[config.mk]
export PLATFORM = sky130hd
export DESIGN_NAME = angle_readout
export DESIGN_NICKNAME = d
export VERILOG_FILES = /design/src/rtl/angle_readout_pkg.sv /design/src/rtl/angle_readout_ctrl.sv /design/src/rtl/angle_readout_path.sv /design/src/rtl/angle_readout.sv
export SDC_FILE = /design/constraint.sdc
export NUM_CORES = 1
export LEC_CHECK = 0
export ABC_AREA = 1
export CAP_MARGIN = 20
export CORE_ASPECT_RATIO = 0.7
export CORE_UTILIZATION = 46
export CTS_CLUSTER_SIZE = 25
export DETAILED_ROUTE_END_ITERATION = 8
export GPL_ROUTABILITY_DRIVEN = 0
export PLACE_DENSITY = 0.75
export SLEW_MARGIN = 20
export SYNTH_ARGS = -nofsm -noshare
export SYNTH_HDL_FRONTEND = slang
export SYNTH_HIERARCHICAL = 1
export SYNTH_SLANG_ARGS = --single-unit
export TNS_END_PERCENT = 5
[constraint.sdc]
create_clock -name clk -period 1.17 [get_ports clk]
set_clock_uncertainty 0.05 [all_clocks]
set_input_delay 0.234 -clock clk [delete_from_list [all_inputs] [get_ports clk]]
set_output_delay 0.234 -clock clk [all_outputs]
set_load 0.05 [all_outputs]
[src/rtl/angle_readout_pkg.sv]
package angle_readout_pkg;
  typedef enum logic [1:0] {
    ST_TRACK  = 2'd0,
    ST_PEND   = 2'd1,
    ST_FROZEN = 2'd2
  } latchState_t;

  typedef struct packed {
    logic loadAngle;
    logic driveHi;
    logic driveLo;
  } pathStrobe_t;
endpackage

[src/rtl/angle_readout_ctrl.sv]
module angle_readout_ctrl
  import angle_readout_pkg::*;
(
  input  logic        clk,
  input  logic        rstN,
  input  logic        busyIn,
  input  logic        holdN,
  input  logic        selHiN,
  input  logic        selLoN,
  output pathStrobe_t strobe,
  output logic        frozen
);
  latchState_t state, stateNxt;
  logic loadNow;

  always_comb begin
    stateNxt = state;
    loadNow  = 1'b0;
    if (holdN) begin
      stateNxt = ST_TRACK;
      loadNow  = !busyIn;
    end else begin
      case (state)
        ST_TRACK, ST_PEND: begin
          if (busyIn) stateNxt = ST_PEND;
          else begin
            stateNxt = ST_FROZEN;
            loadNow  = 1'b1;
          end
        end
        default: stateNxt = ST_FROZEN;
      endcase
    end
  end

  always_ff @(posedge clk or negedge rstN) begin
    if (!rstN) state <= ST_TRACK;
    else       state <= stateNxt;
  end

  // upper byte wins when both selects are low
  always_comb begin
    strobe.loadAngle = loadNow;
    strobe.driveHi   = !selHiN;
    strobe.driveLo   = selHiN && !selLoN;
  end

  assign frozen = (state == ST_FROZEN);
endmodule

[src/rtl/angle_readout_path.sv]
module angle_readout_path
  import angle_readout_pkg::*;
#(
  parameter int ANGLE_W  = 16,
  parameter int COARSE_W = 14,
  parameter int BUS_W    = 8
) (
  input  logic               clk,
  input  logic               rstN,
  input  pathStrobe_t        strobe,
  input  logic [ANGLE_W-1:0] angleIn,
  input  logic               fine16,
  output logic [ANGLE_W-1:0] heldAngle,
  output logic [BUS_W-1:0]   busOut,
  output logic               busOe
);
  localparam int PAD_W = ANGLE_W - COARSE_W;

  logic [BUS_W-1:0] hiByte, loFull, loByte, busNxt;

  assign hiByte = heldAngle[ANGLE_W-1 -: BUS_W];
  assign loFull = heldAngle[BUS_W-1:0];

  generate
    if (PAD_W > 0) begin : g_pad
      assign loByte = fine16 ? loFull : {loFull[BUS_W-1:PAD_W], {PAD_W{1'b0}}};
    end else begin : g_nopad
      assign loByte = loFull;
    end
  endgenerate

  always_comb begin
    busNxt = '0;
    if (strobe.driveHi)      busNxt = hiByte;
    else if (strobe.driveLo) busNxt = loByte;
  end

  always_ff @(posedge clk or negedge rstN) begin
    if (!rstN) begin
      heldAngle <= '0;
      busOut    <= '0;
      busOe     <= 1'b0;
    end else begin
      if (strobe.loadAngle) heldAngle <= angleIn;
      busOut <= busNxt;
      busOe  <= strobe.driveHi || strobe.driveLo;
    end
  end
endmodule

[src/rtl/angle_readout.sv]
module angle_readout
  import angle_readout_pkg::*;
#(
  parameter int ANGLE_W  = 16,
  parameter int COARSE_W = 14,
  parameter int BUS_W    = 8
) (
  input  logic               clk,
  input  logic               rstN,
  input  logic [ANGLE_W-1:0] angleIn,
  input  logic               busyIn,
  input  logic               holdN,
  input  logic               selHiN,
  input  logic               selLoN,
  input  logic               fine16,
  output logic [BUS_W-1:0]   busOut,
  output logic               busOe
);
  pathStrobe_t        strobe;
  logic               frozen;
  logic [ANGLE_W-1:0] heldAngle;

  angle_readout_ctrl u_ctrl (
    .clk(clk), .rstN(rstN), .busyIn(busyIn), .holdN(holdN),
    .selHiN(selHiN), .selLoN(selLoN), .strobe(strobe), .frozen(frozen)
  );

  angle_readout_path #(.ANGLE_W(ANGLE_W), .COARSE_W(COARSE_W), .BUS_W(BUS_W)) u_path (
    .clk(clk), .rstN(rstN), .strobe(strobe), .angleIn(angleIn), .fine16(fine16),
    .heldAngle(heldAngle), .busOut(busOut), .busOe(busOe)
  );
endmodule

# ---- Word level (Yosys, flattened, before mapping)
# Index checks and enable logic that the tools add are counted.
dict set report totals {
  register_bits 27
  word_cells 21
  output_inout_bits 9
  input_bits 23
}
dict set report op_classes {
  eq_ne 1
  mux 9
  n_reduce_logical 7
}
# operator count
set ops {}
lappend ops {{two-way mux 8 bit} 2}
lappend ops {{two-way mux 2 bit} 4}
lappend ops {{zero test 1 bit} 3}
lappend ops {{two-way mux 1 bit} 3}
lappend ops {{== test 2 x 1 -> 1 bit, second input constant} 1}
lappend ops {{zero test 2 bit} 1}
lappend ops {{OR reduction 2 bit} 1}
lappend ops {{logical AND 1 bit} 1}
lappend ops {{logical OR 1 bit} 1}

# ---- Depth between registers and ports, before layout
dict set report logic_depth {
  ltp_word 4
  depth_mapped 6
  depth_no_buf 6
}

# ---- Cells and area by module
# The synthesis kept the hierarchy.
# mod area_each_um2 n_inst seq_area_each_um2 cells_per_inst
set by_module_without_submodules {}
lappend by_module_without_submodules {angle_readout_path 1017.2 1 625.6 108}
lappend by_module_without_submodules {angle_readout_ctrl 93.8 1 50.0 12}

# ---- Least setup slack after synthesis
# OpenSTA, ideal clock, no wires.
dict set report synth_path {
  kind {register to register}
  start {register u_ctrl.state[1]}
  end {register u_path.heldAngle[10]}
  arrival_ps 840
  path_stages_with_launch 5
  setup_slack_ps 154
  cell_sequence {dfrtp_1 > a21oi_1 > buf_4 > buf_6 > o21ai_0}
}
dict set report synth_via {
  elab_chain_cells 4
  word_cells_on_any_way 5
  cone_classes {eq/ne: 1; mux: 2; reduce/logical: 2}
}
# element line
set synth_rtl {}
lappend synth_rtl {{start: declaration} angle_readout_ctrl.sv:13} ;# latchState_t state, stateNxt;
lappend synth_rtl {{start signal: assignment} angle_readout_ctrl.sv:38} ;# else state <= stateNxt;
lappend synth_rtl {{== test 2 x 1 -> 1 bit or zero test 2 bit (tied branches)} angle_readout_ctrl.sv:23} ;# case (state)
lappend synth_rtl {{OR reduction 2 bit (*)} angle_readout_ctrl.sv:23}
lappend synth_rtl {{two-way mux 1 bit (*)} angle_readout_ctrl.sv:23}
lappend synth_rtl {{two-way mux 1 bit (*)} angle_readout_ctrl.sv:19} ;# if (holdN) begin
lappend synth_rtl {{named net u_ctrl.loadNow} angle_readout_ctrl.sv:14} ;# logic loadNow;
lappend synth_rtl {{end signal: assignment} angle_readout_path.sv:44} ;# if (strobe.loadAngle) heldAngle <= angleIn;
lappend synth_rtl {{end: declaration} angle_readout_path.sv:13} ;# output logic [ANGLE_W-1:0] heldAngle,
# The timed path passes the listed nets; every way through them passes the cells marked *.
# A chain may end at the register's enable or synchronous reset.

# ---- Final worst setup path
dict set report layout_path {
  start {register u_path.busOut[4]}
  end {output busOut[4]}
}
# element line
set layout_rtl {}
lappend layout_rtl {{start: declaration} angle_readout_path.sv:14} ;# output logic [BUS_W-1:0] busOut,
lappend layout_rtl {{start signal: assignment} angle_readout_path.sv:45} ;# busOut <= busNxt;
lappend layout_rtl {{end: declaration} angle_readout.sv:16} ;# output logic [BUS_W-1:0] busOut,
# No word-level cell between the ends.

==> metrics.txt <==
minimum clock period 1.181 ns; Max Clk Rate 846.5 MHz; post-place setup slack -0.2935 ns; Final setup viols 6; fin cells 182; GRT Overall Usage 0.1628; vias 808; Nets 175; Syn Inst Count between 100 and 150; post-DR wirelength/cell 10.19 um; vias in the first global route ~700; data required time at the worst endpoint just under 0.9 ns; worst slew pin tran 0.1724 ns; largest net degree at the start of global routing 33; max-cap viol count 0; crit start category flip-flop; full die area 2537 um2; area grow syn2layout 45.75%; post-placement cell count 179; initial antenna violation count 0; Die Wd 59.78 um; global-route wire length before repair 2953 um; Num CTS Buffers 3; Crit path max-delay family flip-flops; Synth Cell Area 1075 um2; Sink Count 26; clock slew at reported path FFs 0.12 ns; clock buffer depth 2; worst stage delay on the critical path roughly 0.42 ns; violated checks setup timing; Ys Warns 6; Max IR drop VDD 0.6692 mV; Skew-Pair Late Insertion Delay 0.31 ns; DP HPWL 1389 um; H-tree levels 1; P per Cell Area ~1200 nW/um2; CTS Root Cell clkbuf_4; Total Wirelength 1855 um; TritonCTS clock tree done; share of cells above drive strength 1 0.1667; Final WS setup -0.01132 ns; Crit-path slowest cell dfrtp_1; LEAKAGE a little under 0.8 nW; DRC viols 0; remaining global-route overflow 0; row cnt 14; final slew viol count 0; kind of critical path flip-flop to output pin; crit path cell chain buf_12; WP buf/inv 1; Critical Path AT 0.90 ns; Initial Utilization 0.4948; TritonRoute pass-1 iters 4; Final Cycle Share 1.010; final hold violations 0; Worst Path Max Fanout 1; Final Total Pwr 1.906 mW; Post-DRT Antenna Nets 0; vias per cell 4.440; CP endpoint kind output pin; Core ar. 2172 um2; Post-CTS Setup Bufs 0; IO Count 32; status finished with violations; RSZ-0062 raised after global routing yes; Avg Synthesized Cell Area ~9 um2; Slew headroom 0.8839; syn_nets 139; initial drt markers 15; PortBufs 31; die height between 40 and 50 um; min-delay worst type primary input to asynchronous set/reset pin; Ant. Diodes 0
## layout make-up
class | count | area [um2]
flip-flops and latches | 26 | 650.6
fillers | 176 | 605.6
repair buffers | 36 | 475.5
multi-input cells | 63 | 295.3
inverters | 22 | 82.58
well taps | 32 | 40.04
clock buffers | 3 | 22.52
## per-stage QoR
stage                     utilization  area, um2  hold slack (ns)  setup TNS, ns
after global placement         0.7097       1541           0.4031         -4.603
after floorplan                     -       1075          -0.1116              0
after global routing           0.7212       1567           0.2114        -0.3379
after CTS                      0.7200       1564           0.1915        -0.1662
after detailed placement       0.7097       1541           0.4052         -5.587
final                          0.7212       1567           0.1953       -0.02467
## routing by layer
layer | vias to the layer above | GRT usage | wire (um)
li1 | 411 | - | -
met1 | 367 | 0.1728 | 760
met2 | 26 | 0.2844 | 945
met3 | 4 | 0.07099 | 129
met4 | 0 | 0.05581 | 19
met5 | - | 0 | 0
## state kept, by name, indices dropped and copies added, names as in the netlist
| signal | count |
|---|---|
| u_path/heldAngle | 16 |
| u_path/busOut | 8 |
| u_ctrl/state | 1 |
| u_path/busOe | 1 |
## what timing repair did
action	4_1_cts	5_1_grt
resized for setup	0	2
hold buffers	0	0
pin swaps	0	1
setup endpoints to repair	9	12
## placed cells by master (no fill, tap or decap), drive strengths merged
| cell type | instances |
|---|---|
| clkbuf | 3 |
| nand2 | 42 |
| buf | 14 |
| o21ai | 16 |
| or2 | 1 |
| clkdlybuf4s50 | 22 |
| a21oi | 2 |
| inv | 22 |
| nor2 | 2 |
| dfrtp | 26 |
## path summary, 6_finish.rpt
path / from / end / slack, ns / depth (start not counted)
setup / recovery: u_path/busOut[4] / busOut[4] / -0.01 / 1
hold / removal: rstN / u_path/busOut[0] / 0.20 / 2
setup reg to reg: u_ctrl/state[1] / u_path/heldAngle[11] / 0.07 / 3
hold reg to reg: u_path/heldAngle[7] / u_path/busOut[7] / 0.43 / 2
max in group asynchronous: rstN / u_path/busOut[3] / 0.73 / 2
min in group clk: angleIn[1] / u_path/heldAngle[1] / 0.40 / 3
## where the power goes
group | internal, mW | switching, mW
Clock | 0.121 | 0.237
Combinational | 0.252 | 0.242
Sequential | 0.994 | 0.0596
Note: power is estimated with default switching activity, not from simulation.
